==> config.mk <==
export PLATFORM = sky130hd
export DESIGN_NAME = lcl_timer
export DESIGN_NICKNAME = d
export VERILOG_FILES = /design/src/rtl/lcl_timer_pkg.sv /design/src/rtl/lcl_timer_regs.sv /design/src/rtl/lcl_timer_presc.sv /design/src/rtl/lcl_timer_count.sv /design/src/rtl/lcl_timer.sv
export SDC_FILE = /design/constraint.sdc
export NUM_CORES = 1
export LEC_CHECK = 0
export BUFFER_PORTS_ARGS = -buffer_cell sky130_fd_sc_hd__buf_2
export CORE_UTILIZATION = 53
export CTS_CLUSTER_DIAMETER = 40
export DETAILED_ROUTE_END_ITERATION = 8
export PLACE_DENSITY = 0.85
export SKIP_LAST_GASP = 1
export SYNTH_ARGS = -nofsm -noshare
export SYNTH_HDL_FRONTEND = slang
export SYNTH_SLANG_ARGS = --single-unit
==> constraint.sdc <==
create_clock -name clk -period 3.54 [get_ports clk]
set_clock_uncertainty 0.05 [all_clocks]
set_input_delay 0.708 -clock clk [delete_from_list [all_inputs] [get_ports clk]]
set_output_delay 0.708 -clock clk [all_outputs]
set_load 0.02 [all_outputs]
==> src/rtl/lcl_timer_pkg.sv <==
package lcl_timer_pkg;
  localparam int DATA_W    = 32;
  localparam int ADDR_W    = 8;
  localparam int VEC_W     = 8;
  localparam int PRESC_W   = 7;

  localparam int IDX_ENTRY = 'h320 / 4;
  localparam int IDX_INIT  = 'h380 / 4;
  localparam int IDX_CUR   = 'h390 / 4;
  localparam int IDX_DIV   = 'h3E0 / 4;

  localparam int BIT_MASK  = 16;
  localparam int BIT_PER   = 17;

  // Divide code {b3,b1,b0}: 7 means /1, otherwise /2^(code+1).
  function automatic logic [2:0] div_shift(input logic [2:0] code);
    if (code == 3'b111) return 3'd0;
    return code + 3'd1;
  endfunction
endpackage

==> src/rtl/lcl_timer_regs.sv <==
module lcl_timer_regs
  import lcl_timer_pkg::*;
(
  input  logic              clk,
  input  logic              rst_n,
  input  logic              we_entry,
  input  logic              we_init,
  input  logic              we_div,
  input  logic [DATA_W-1:0] wdata,
  output logic [VEC_W-1:0]  ent_vec,
  output logic              ent_mask,
  output logic              ent_per,
  output logic [DATA_W-1:0] init_cnt,
  output logic [2:0]        div_code
);
  always_ff @(posedge clk or negedge rst_n) begin
    if (!rst_n) begin
      ent_vec  <= '0;
      ent_mask <= 1'b1;
      ent_per  <= 1'b0;
      init_cnt <= '0;
      div_code <= '0;
    end else begin
      if (we_entry) begin
        ent_vec  <= wdata[VEC_W-1:0];
        ent_mask <= wdata[BIT_MASK];
        ent_per  <= wdata[BIT_PER];
      end
      if (we_init) init_cnt <= wdata;
      if (we_div)  div_code <= {wdata[3], wdata[1], wdata[0]};
    end
  end
endmodule

==> src/rtl/lcl_timer_presc.sv <==
module lcl_timer_presc
  import lcl_timer_pkg::*;
(
  input  logic       clk,
  input  logic       rst_n,
  input  logic       restart,
  input  logic [2:0] div_code,
  output logic       tick
);
  logic [PRESC_W-1:0] phase;
  logic [PRESC_W-1:0] span;

  always_comb begin
    span = (PRESC_W'(1) << div_shift(div_code)) - PRESC_W'(1);
    tick = (phase & span) == span;
  end

  always_ff @(posedge clk or negedge rst_n) begin
    if (!rst_n)       phase <= '0;
    else if (restart) phase <= '0;
    else              phase <= phase + PRESC_W'(1);
  end
endmodule

==> src/rtl/lcl_timer_count.sv <==
module lcl_timer_count
  import lcl_timer_pkg::*;
(
  input  logic              clk,
  input  logic              rst_n,
  input  logic              load,
  input  logic [DATA_W-1:0] load_val,
  input  logic [DATA_W-1:0] init_cnt,
  input  logic              periodic,
  input  logic              tick,
  output logic [DATA_W-1:0] cur_cnt,
  output logic              active,
  output logic              fire
);
  logic last;
  assign last = cur_cnt == DATA_W'(1);
  assign fire = active && tick && last && !load;

  always_ff @(posedge clk or negedge rst_n) begin
    if (!rst_n) begin
      cur_cnt <= '0;
      active  <= 1'b0;
    end else if (load) begin
      cur_cnt <= load_val;
      active  <= |load_val;
    end else if (active && tick) begin
      if (!last) begin
        cur_cnt <= cur_cnt - DATA_W'(1);
      end else if (periodic) begin
        cur_cnt <= init_cnt;
        active  <= |init_cnt;
      end else begin
        cur_cnt <= '0;
        active  <= 1'b0;
      end
    end
  end
endmodule

==> src/rtl/lcl_timer.sv <==
module lcl_timer
  import lcl_timer_pkg::*;
(
  input  logic              clk,
  input  logic              rst_n,
  input  logic              reg_we,
  input  logic [ADDR_W-1:0] reg_addr,
  input  logic [DATA_W-1:0] reg_wdata,
  output logic [DATA_W-1:0] reg_rdata,
  output logic              irq_pulse,
  output logic [VEC_W-1:0]  irq_vector
);
  logic we_entry, we_init, we_cur, we_div;
  logic [VEC_W-1:0]  ent_vec;
  logic              ent_mask, ent_per;
  logic [DATA_W-1:0] init_cnt, cur_cnt;
  logic [2:0]        div_code;
  logic              tick, active, fire;

  assign we_entry = reg_we && (reg_addr == ADDR_W'(IDX_ENTRY));
  assign we_init  = reg_we && (reg_addr == ADDR_W'(IDX_INIT));
  assign we_cur   = reg_we && (reg_addr == ADDR_W'(IDX_CUR));
  assign we_div   = reg_we && (reg_addr == ADDR_W'(IDX_DIV));

  lcl_timer_regs u_regs (
    .clk(clk), .rst_n(rst_n),
    .we_entry(we_entry), .we_init(we_init), .we_div(we_div),
    .wdata(reg_wdata),
    .ent_vec(ent_vec), .ent_mask(ent_mask), .ent_per(ent_per),
    .init_cnt(init_cnt), .div_code(div_code)
  );

  lcl_timer_presc u_presc (
    .clk(clk), .rst_n(rst_n),
    .restart(we_init | we_cur | we_div),
    .div_code(div_code), .tick(tick)
  );

  lcl_timer_count u_count (
    .clk(clk), .rst_n(rst_n),
    .load(we_init | we_cur), .load_val(reg_wdata),
    .init_cnt(init_cnt), .periodic(ent_per), .tick(tick),
    .cur_cnt(cur_cnt), .active(active), .fire(fire)
  );

  always_comb begin
    reg_rdata = '0;
    case (reg_addr)
      ADDR_W'(IDX_ENTRY): begin
        reg_rdata[VEC_W-1:0] = ent_vec;
        reg_rdata[BIT_MASK]  = ent_mask;
        reg_rdata[BIT_PER]   = ent_per;
      end
      ADDR_W'(IDX_INIT): reg_rdata = init_cnt;
      ADDR_W'(IDX_CUR):  reg_rdata = cur_cnt;
      ADDR_W'(IDX_DIV): begin
        reg_rdata[3] = div_code[2];
        reg_rdata[1] = div_code[1];
        reg_rdata[0] = div_code[0];
      end
      default: reg_rdata = '0;
    endcase
  end

  always_ff @(posedge clk or negedge rst_n) begin
    if (!rst_n) begin
      irq_pulse  <= 1'b0;
      irq_vector <= '0;
    end else begin
      irq_pulse <= fire && !ent_mask;
      if (fire && !ent_mask) irq_vector <= ent_vec;
    end
  end
endmodule

==> results of run 1 <==
-- kinds of logic (layout without fill, tap and decap cells) --
logic type / Yosys count / count (layout) / share of synthesized area
AOI/OAI and AO/OA: 123 / 123 / 0.138
adders and majority gates: 7 / 7 / 0.0149
and+or+nand+nor: 245 / 245 / 0.209
DFF: 94 / 94 / 0.401
buffers and inverters: 50 / 135 / 0.0353
xor gates and xnor gates: 24 / 24 / 0.0358
muxes: 88 / 88 / 0.166
-- area by class of cell --
cell class | count | area share
sequential | 94 | 0.348
multi-input combinational | 487 | 0.495
timing repair buffer | 111 | 0.0939
clock inverter | 5 | 0.0122
tap | 140 | 0.0259
clock buffer | 11 | 0.0209
inverter | 8 | 0.00443
-- repair_timing --
item / 4_1_cts / 5_1_grt
setup endpoints to repair: 8 / 14
setup buffers: 3 / 2
pin swaps: 4 / 3
gates resized for setup: 4 / 4
hold buffers: 0 / 0
-- critical path, stage by stage (launching register included) --
cell      delay (ps)
dfrtp_1          420
buf_4            140
buf_4            120
buf_4            160
or3b_2           460
ha_1             220
nand2b_1         130
mux2i_1          260
o311ai_2         110
or3_1            350
or4_4            510
buf_8            170
mux2_4           300
-- cells in the mapped netlist (4+ instances only) --
library cell	count
nand4_1	12
inv_1	8
xnor2_1	13
mux2_4	8
nor3_1	16
or3_1	6
nand2_1	55
ha_1	7
o22ai_1	4
or4_1	7
o2bb2ai_1	5
a311oi_1	8
o31ai_1	12
mux2i_1	37
dfrtp_1	93
buf_1	7
a2bb2oi_1	5
o21ai_0	30
a21oi_1	16
a31oi_1	15
mux2_2	43
nor2b_1	4
nor2_1	76
nand3_1	19
nor4_1	24
xor2_1	11
o211ai_1	7
a22oi_1	6
clkbuf_1	31
-- worst paths after layout --
kind,startpoint,end,slack [ps],cells after the start
worst max register to register,u_regs.div_code[1],irq_vector[7],10,12
max in group asynchronous,rst_n,u_count.cur_cnt[18],2270,2
worst min-delay path,rst_n,irq_vector[0],370,1
worst max-delay path,u_regs.div_code[1],irq_vector[7],10,12
min in group clk,irq_vector[5],irq_vector[5],480,1
worst min register to register,irq_vector[5],irq_vector[5],480,1
-- per-stage QoR --
stage | hold WS (ps) | util | instances
after global placement | 414 | 0.598 | 835
after CTS | 409 | 0.622 | 854
final | 371 | 0.625 | 856
after floorplan | 362 | - | 631
after global routing | 435 | 0.625 | 856
after detailed placement | 446 | 0.598 | 835
-- layer usage --
layer / global-route usage / vias up
met5: 0 / -
met4: 0.183 / 0
met3: 0.0575 / 98
met2: 0.504 / 429
met1: 0.419 / 2783
li1: - / 2496
-- state kept, by name (all words and copies together), names as in the netlist --
| name | cells |
|---|---|
| u_count.cur_cnt | 32 |
| u_regs.init_cnt | 32 |
| irq_vector | 8 |
| u_regs.ent_vec | 8 |
| u_presc.phase | 7 |
| u_regs.div_code | 3 |
| irq_pulse | 1 |
| u_count.active | 1 |
| u_regs.ent_mask | 1 |
| u_regs.ent_per | 1 |
-- power by group through the flow --
| stage | logic, µW | clock network (µW) | registers [µW] |
|---|---|---|---|
| after floorplan | 765 | 0 | 1380 |
| after global placement | 1020 | 0 | 1440 |
| after detailed placement | 1070 | 0 | 1450 |
| after CTS | 1090 | 817 | 1440 |
| after global routing | 1210 | 868 | 1470 |
| final | 1130 | 818 | 1450 |
==> summary.txt, run 1 <==
Outcome
  – Status: complete, but fails checks
  – Failing checks: design-rule violations

Yosys
  – Netlist cell types: 61
  – Seq/Total Area, Yosys: 0.401
  – Fraction of registers with async set/reset: 1.00
  – Ys flop type: dfrtp_1
  – Synth warn: 0
  – Syn Std Cell Area: 5880 µm²
  – Syn Nets: 681
  – Register bit total from synthesis: 94
  – Syn Area/Cell: 9.31 µm²
  – Area leader, netlist: dfrtp_1
  – Gate Count Post-Synth: 631
  – Synth area leaders: dfrtp_1 (40%), mux2_2 (8.2%), mux2i_1 (6.3%)
  – Synth top area share: 0.396
  – Post-synth EDFFs: 0

Layout
  – Antenna Cells: 0
  – Fillcell total: 901
  – FF+latch area: 2350 µm²
  – Multi-input combinational cell area: 3350 µm²
  – Area grow syn2layout: 15.2%
  – Nets: 761
  – Commonest non-fill, non-tap cell in the layout: dfrtp_1
  – Ratio of cells with drive above 1 in the final layout: 0.270
  – Post-route cell area: 6770 µm²
  – Most frequent cells in the layout: dfrtp_1 (93), buf_2 (82), nor2_1 (75), nand2_1 (54), mux2_2 (43)

Worst setup path
  – Worst EP required: 3760 ps
  – Data arrival, critical path: 3740 ps
  – Crit end category: register
  – Crit start category: register
  – WS Path Type: reg2reg
  – Crit Path Max Fanout: 11

Drt
  – WL per Instance: 21.3 µm
  – Met2 wire length: 8560 µm
  – DR DRC count: 2
  – DRT iter0 DRCs: 855
  – DR WL met3: 1760 µm
  – Pre-antenna DRT Iters: 7
  – Routed vias/inst: 6.78
  – M1 WL: 6930 µm
  – Top Metal Used: met4
  – Vias: 5,806
  – Antenna viol nets, final: 0
  – Final WL: 18,200 µm

STA
  – Count of final setup violators: 0
  – Final Max Tran Viols: 0
  – Relative slew slack: 0.401
  – Setup ws final: 13.5 ps
  – Share of the clock period used by the worst path: 0.996
  – FMAX: 284 MHz
  – Slew @ Worst Pin: 898 ps
  – Final Hold Viols: 0
  – Final period demand of the worst path: 3530 ps
  – Setup TNS: 0 ps

Clock network
  – Clock buffer count from CTS: 9
  – CTS root buffer: clkbuf_8
  – H-Tree Level Count: 3
  – Clk slew on worst S/H paths: 90 ps
  – Worst skew pair latency: 380 ps
  – TritonCTS Sinks: 94
  – TritonCTS clock tree: yes
  – CTS Buffer Depth: 2

Power and ir drop
  – Sequential share of power: 0.426
  – Combinational Power Share: 0.333
  – Sw Share: 0.384
  – Net Sw Power: 1310 µW
  – Clock share of power: 0.241
  – Final Power: 3400 µW
  – VDD IR max: 0.243 mV
  – Pwr Density: 502 nW/µm²
  – Leak: 0.00312 µW
  – Internal power: 2090 µW

Global route
  – First-pass GRT wire length: 28,400 µm
  – GRT Resource Usage Total: 0.321
  – Global route overflow: 0
  – Vias in the first global route: 5,503
  – Largest net degree at the start of global routing: 66
  – Initial antenna violation count: 0

Die
  – Rows: 38
  – Initial core utilization: 0.542
  – Die width: 107 µm
  – Core Area: 10,800 µm²
  – I/O pins: 84
  – Die area: 11,500 µm²
  – Die height: 107 µm

Worst hold path
  – Hold WC Path Type: in2async

Place
  – Post-DP Area: 6480 µm²
  – Detailed placer's ending HPWL: 12,200 µm
  – RePlAce Congestion: 0.964
  – Post-Place Setup Slack: -78.5 ps
  – # port buffers: 83

Flow run
  – Max_cap viols: 0
No activity file was read; power rests on OpenSTA's default activity.
==> run 2, diff against run 1 <==
--- a/config.mk
+++ b/config.mk
@@ -6,10 +6,12 @@
 export NUM_CORES = 1
 export LEC_CHECK = 0
 export BUFFER_PORTS_ARGS = -buffer_cell sky130_fd_sc_hd__buf_2
-export CORE_UTILIZATION = 53
+export CELL_PAD_IN_SITES_DETAIL_PLACEMENT = 1
+export CELL_PAD_IN_SITES_GLOBAL_PLACEMENT = 2
+export CORE_UTILIZATION = 32
 export CTS_CLUSTER_DIAMETER = 40
 export DETAILED_ROUTE_END_ITERATION = 8
-export PLACE_DENSITY = 0.85
+export PLACE_DENSITY = 0.83
 export SKIP_LAST_GASP = 1
 export SYNTH_ARGS = -nofsm -noshare
 export SYNTH_HDL_FRONTEND = slang
==> summary.txt, run 2 (same netlist as run 1, synthesis figures left out) <==
Worst setup path
  – Crit start category: register
  – Crit Path Max Fanout: 8 (-3)
  – Cells on worst reg2reg path: 11 (-1)
  – Worst-path cell chain: nand2_1, inv_1, ha_4, or3b_4, ha_2, o22ai_1, nor3_2, o311ai_2, or3_4, or4_4, mux2_4
  – Max incr delay on CP: 660 ps (+150 ps)
  – Data arrival, critical path: 3680 ps (-60 ps)
  – Crit end category: register
  – WS Path Type: reg2reg
  – CP max-delay cell: or4_4
  – Worst EP required: 3730 ps (-30 ps)

STA
  – Final period demand of the worst path: 3490 ps (-38.4 ps)
  – Final Hold Viols: 0 (unchanged)
  – Share of the clock period used by the worst path: 0.985 (-0.0108)
  – FMAX: 287 MHz (+1.1%)
  – Setup ws final: 51.9 ps (+38.4 ps)
  – Final Max Tran Viols: 0 (unchanged)
  – Count of final setup violators: 0 (unchanged)
  – Slew @ Worst Pin: 915 ps (+17.1 ps)
  – Relative slew slack: 0.390 (-0.0114)

Drt
  – Antenna viol nets, final: 0 (unchanged)
  – WL per Instance: 21.6 µm (+1.5%)
  – Vias: 5,410 (-6.8%)
  – Final WL: 20,400 µm (+12%)
  – DRT iter0 DRCs: 335 (-61%)
  – DR DRC count: 0 (-2)
  – Pre-antenna DRT Iters: 4 (-3)
  – Routed vias/inst: 5.74 (-15%)

Place
  – Post-Place Setup Slack: -74.3 ps (+4.21 ps)
  – Detailed placer's ending HPWL: 14,200 µm (+17%)
  – Post-DP Area: 6610 µm² (+1.9%)
  – # port buffers: 83 (unchanged)
  – RePlAce Congestion: 0.867 (-10%)

Global route
  – Largest net degree at the start of global routing: 42 (-36%)
  – Initial antenna violation count: 0 (unchanged)
  – First-pass GRT wire length: 32,700 µm (+15%)
  – Vias in the first global route: 5,710 (+3.8%)
  – Global route overflow: 0 (unchanged)
  – GRT Resource Usage Total: 0.229 (-0.0921)

Clock network
  – CTS Hold Bufs: 0 (unchanged)
  – Worst skew pair latency: 360 ps (-20 ps)
  – Clk slew on worst S/H paths: 70 ps (-20 ps)
  – CTS Buffer Depth: 2 (unchanged)
  – TritonCTS Sinks: 94 (unchanged)
  – TritonCTS clock tree: yes
  – H-Tree Level Count: 3 (unchanged)
  – Clock buffer count from CTS: 9 (unchanged)
  – CTS root buffer: clkbuf_16

Flow run
  – Max_cap viols: 0 (unchanged)

Layout
  – Nets: 760 (-0.13%)
  – Post-route cell area: 6950 µm² (+2.6%)
  – Ratio of cells with drive above 1 in the final layout: 0.269 (-0.000646)
  – Commonest non-fill, non-tap cell in the layout: dfrtp_1
  – Most frequent cells in the layout: dfrtp_1 (93), buf_2 (82), nor2_1 (75), nand2_1 (55), mux2_2 (43)
  – Fillcell total: 2,084 (+130%)
  – Antenna Cells: 0 (unchanged)
  – Area grow syn2layout: 18.2%
  – Largest regs: u_count.cur_cnt: 32 flops, u_regs.init_cnt: 32 flops

Worst hold path
  – Hold WC Path Type: in2async

Die
  – Initial core utilization: 0.327 (-0.215)
  – Rows: 49 (+29%)
  – Die height: 138 µm (+28%)
  – Die width: 138 µm (+28%)
  – Core Area: 18,000 µm² (+66%)
  – I/O pins: 84 (unchanged)
  – Die area: 18,900 µm² (+64%)

Power and ir drop
  – Leak: 0.00315 µW (+0.97%)
  – VDD IR max: 0.212 mV (-13%)
  – Pwr Density: 515 nW/µm² (+2.8%)

Outcome
  – Status: completed
## run 2: metal layers
metal  share of wire  GRT usage  vias up
li1                -          -     2491
met2            0.46      0.367      135
met4           0.024     0.0922        0
met3           0.045     0.0313       33
met1            0.47      0.310     2751
met5               0          0        -
## run 2: final timing paths
kind,startpoint,slack [ps],endpoint
worst min-delay path,rst_n,310,irq_vector[7]
max in group asynchronous,rst_n,2260,u_regs.ent_vec[7]
worst min register to register,u_presc.phase[0],470,u_presc.phase[0]
worst max-delay path,u_regs.div_code[1],50,irq_vector[6]
min in group clk,u_presc.phase[0],470,u_presc.phase[0]
worst max register to register,u_regs.div_code[1],50,irq_vector[6]
## run 2: area by class of cell
cell class | count | area [µm²] | share of cell area
multi-input cells | 487 | 3360 | 0.484
inverters | 8 | 30.0 | 0.00432
repair buffers | 110 | 621 | 0.0893
clock buffers | 9 | 225 | 0.0324
flip-flops and latches | 94 | 2350 | 0.339
clock inverters | 6 | 70.1 | 0.0101
well taps | 229 | 287 | 0.0412
## run 2: stage by stage
step / cells / total power, µW / TNS [ps] / hold slack (ps) / utilization
CTS: 941 / 3580 / 0 / 324 / 0.385
floorplan: 631 / 2140 / 0 / 362 / -
global placement: 926 / 2520 / 0 / 419 / 0.368
finish: 943 / 3580 / 0 / 312 / 0.387
global route: 943 / 3780 / -158 / 356 / 0.387
detailed placement: 926 / 2570 / -548 / 447 / 0.368
## run 2: where the power goes
part           internal, µW  switching (µW)  leakage (µW)  total [µW]
logic                   459             668       0.00178        1130
clock network           551             452      0.000146        1000
registers              1220             232       0.00122        1450
total                  2230            1350       0.00315        3580
## run 2: critical path, delay by kind of cell (launching register included)
kind,cells,cell delay (ps)
fa+ha+maj,2,600
compound gates,2,250
mux,1,340
flops,1,390
buf+inv,1,80
simple gates,5,1650
## run 2: timing repair
action	in CTS	in global routing
resized for setup	3	5
setup endpoints to repair	8	9
endpoints found under the hold margin	0	0
setup buffers	0	3
pin swaps	0	3
==> run 3, diff against run 2 <==
--- a/config.mk
+++ b/config.mk
@@ -12,6 +12,8 @@
 export CTS_CLUSTER_DIAMETER = 40
 export DETAILED_ROUTE_END_ITERATION = 8
 export PLACE_DENSITY = 0.83
+export RECOVER_POWER = 25
+export REMOVE_ABC_BUFFERS = 1
 export SKIP_LAST_GASP = 1
 export SYNTH_ARGS = -nofsm -noshare
 export SYNTH_HDL_FRONTEND = slang
==> summary.txt, run 3 (same netlist as run 1, synthesis figures left out) <==
Outcome
  – Status: complete, but fails checks
  – Failing checks: max-capacitance violations, max-slew violations

Layout
  – Commonest non-fill, non-tap cell in the layout: dfrtp_1
  – Largest regs: u_count.cur_cnt: 32 flops, u_regs.init_cnt: 32 flops
  – Area grow syn2layout: 19.4%
  – Post-route cell area: 7010 µm² (+0.95%)
  – Most frequent cells in the layout: dfrtp_1 (93), buf_2 (82), nor2_1 (75), nand2_1 (54), mux2_2 (43)
  – Fin cells: 945 (+0.21%)
  – Nets: 761 (+0.13%)
  – Antenna Cells: 0 (unchanged)
  – Ratio of cells with drive above 1 in the final layout: 0.272 (+0.00344)

Drt
  – Antenna viol nets, final: 0 (unchanged)
  – WL per Instance: 21.6 µm (-0.14%)
  – Vias: 5,435 (+0.46%)
  – Pre-antenna DRT Iters: 4 (unchanged)
  – Final WL: 20,400 µm (about the same)
  – DRT iter0 DRCs: 311 (-7.2%)
  – DR DRC count: 0 (unchanged)
  – Routed vias/inst: 5.75 (+0.25%)

Power and ir drop
  – VDD IR max: 0.301 mV (+42%)
  – Final Power: 3610 µW (+0.91%)
  – Leak: 0.00317 µW (+0.57%)
  – Pwr Density: 515 nW/µm² (about the same)

STA
  – Share of the clock period used by the worst path: 0.973 (-0.0128)
  – Final Hold Viols: 0 (unchanged)
  – Relative slew slack: -0.574 (-0.964)
  – Count of final setup violators: 0 (unchanged)
  – Final period demand of the worst path: 3440 ps (-45.2 ps)
  – RSZ-0062 raised after global routing: no
  – Hold WS: 459 ps (+147 ps)
  – FMAX: 290 MHz (+1.3%)
  – Setup TNS: 0 ps (unchanged)
  – Slew @ Worst Pin: 2360 ps (+1450 ps)
  – Final Max Tran Viols: 43 (+43)

Global route
  – Vias in the first global route: 5,685 (-0.44%)
  – Largest net degree at the start of global routing: 43 (+2.4%)
  – First-pass GRT wire length: 32,600 µm (-0.17%)
  – Initial antenna violation count: 0 (unchanged)
  – GRT Resource Usage Total: 0.229 (+0.000264)
  – Global route overflow: 0 (unchanged)

Die
  – Initial core utilization: 0.327 (unchanged)
  – Rows: 49 (unchanged)
  – Die area: 18,900 µm² (unchanged)
  – Die width: 138 µm (unchanged)
  – Core Area: 18,000 µm² (unchanged)
  – Die height: 138 µm (unchanged)
  – I/O pins: 84 (unchanged)

Place
  – Detailed placer's ending HPWL: 14,100 µm (-0.72%)
  – # port buffers: 83 (unchanged)
  – RePlAce Congestion: 0.828 (-4.5%)
  – Dpl cells: 927 (+0.11%)
  – Post-DP Area: 6630 µm² (+0.30%)

Clock network
  – H-Tree Level Count: 3 (unchanged)
  – Clk slew on worst S/H paths: 70 ps (about the same)
  – Clock buffer count from CTS: 9 (unchanged)
  – CTS Buffer Depth: 2 (unchanged)
  – Worst skew pair latency: 360 ps (about the same)
  – TritonCTS Sinks: 94 (unchanged)
  – CTS Hold Bufs: 0 (unchanged)
  – TritonCTS clock tree: yes
  – CTS root buffer: clkbuf_16

Worst setup path
  – Crit start category: register
  – Crit end category: register
  – WS Path Type: reg2reg
  – Worst EP required: 3730 ps (about the same)
  – Crit Path Max Fanout: 8 (unchanged)
  – Data arrival, critical path: 3630 ps (-50 ps)

Flow run
  – Max_cap viols: 1 (+1)

Worst hold path
  – Hold WC Path Type: reg2reg
==> run 3: final timing paths <==
check / cells past startpoint / start / slack (ps) / end
worst max-delay path: 12 / u_regs.div_code[0] / 100 / irq_vector[1]
worst min-delay path: 1 / irq_vector[4] / 460 / irq_vector[4]
worst max register to register: 12 / u_regs.div_code[0] / 100 / irq_vector[1]
worst min register to register: 1 / irq_vector[4] / 460 / irq_vector[4]
max in group asynchronous: 2 / rst_n / 690 / u_count.cur_cnt[31]
min in group asynchronous: 1 / rst_n / 1010 / irq_vector[5]
==> run 3: report_power, final <==
group / switching [µW] / total, µW / internal [µW]
Sequential: 233 / 1450 / 1220
Combinational: 675 / 1130 / 459
Clock: 439 / 1030 / 587
Total: 1350 / 3610 / 2270
==> run 3: layout make-up <==
cell class	instances	area [µm²]
Inverter	8	30.0
Clock inverter	5	56.3
Timing Repair Buffer	111	659
Sequential cell	94	2350
Clock buffer	11	253
Fill cell	2083	11000
Multi-Input combinational cell	487	3370
Tap cell	229	287
==> run 3: critical path: stages, from the launching register on <==
cell	delay, ps
dfrtp_1	400
nand2_2	100
inv_2	60
ha_4	260
or3b_4	390
ha_4	170
nand2b_1	100
mux2i_1	260
o311ai_2	120
or3_1	390
or4_4	560
buf_12	160
mux2_4	290
==> run 3: repair_timing <==
action / in CTS / in global routing
setup buffers: 2 / 0
gates resized for setup: 11 / 2
pin swaps: 5 / 1
endpoints found under the setup margin: 8 / 10
==> run 3: metrics by stage <==
stage | worst slack (ps) | util
2_1_floorplan | -740 | -
3_5_place_dp | -78.8 | 0.369
6_report | 97.0 | 0.390
4_1_cts | 48.9 | 0.390
3_3_place_gp | 61.8 | 0.369
5_1_grt | 13.8 | 0.390
==> run 3: metal layers <==
layer  share of wire  GRT usage
met1            0.45      0.311
met2            0.47      0.367
met3           0.054     0.0364
met4           0.021     0.0830
met5               0          0
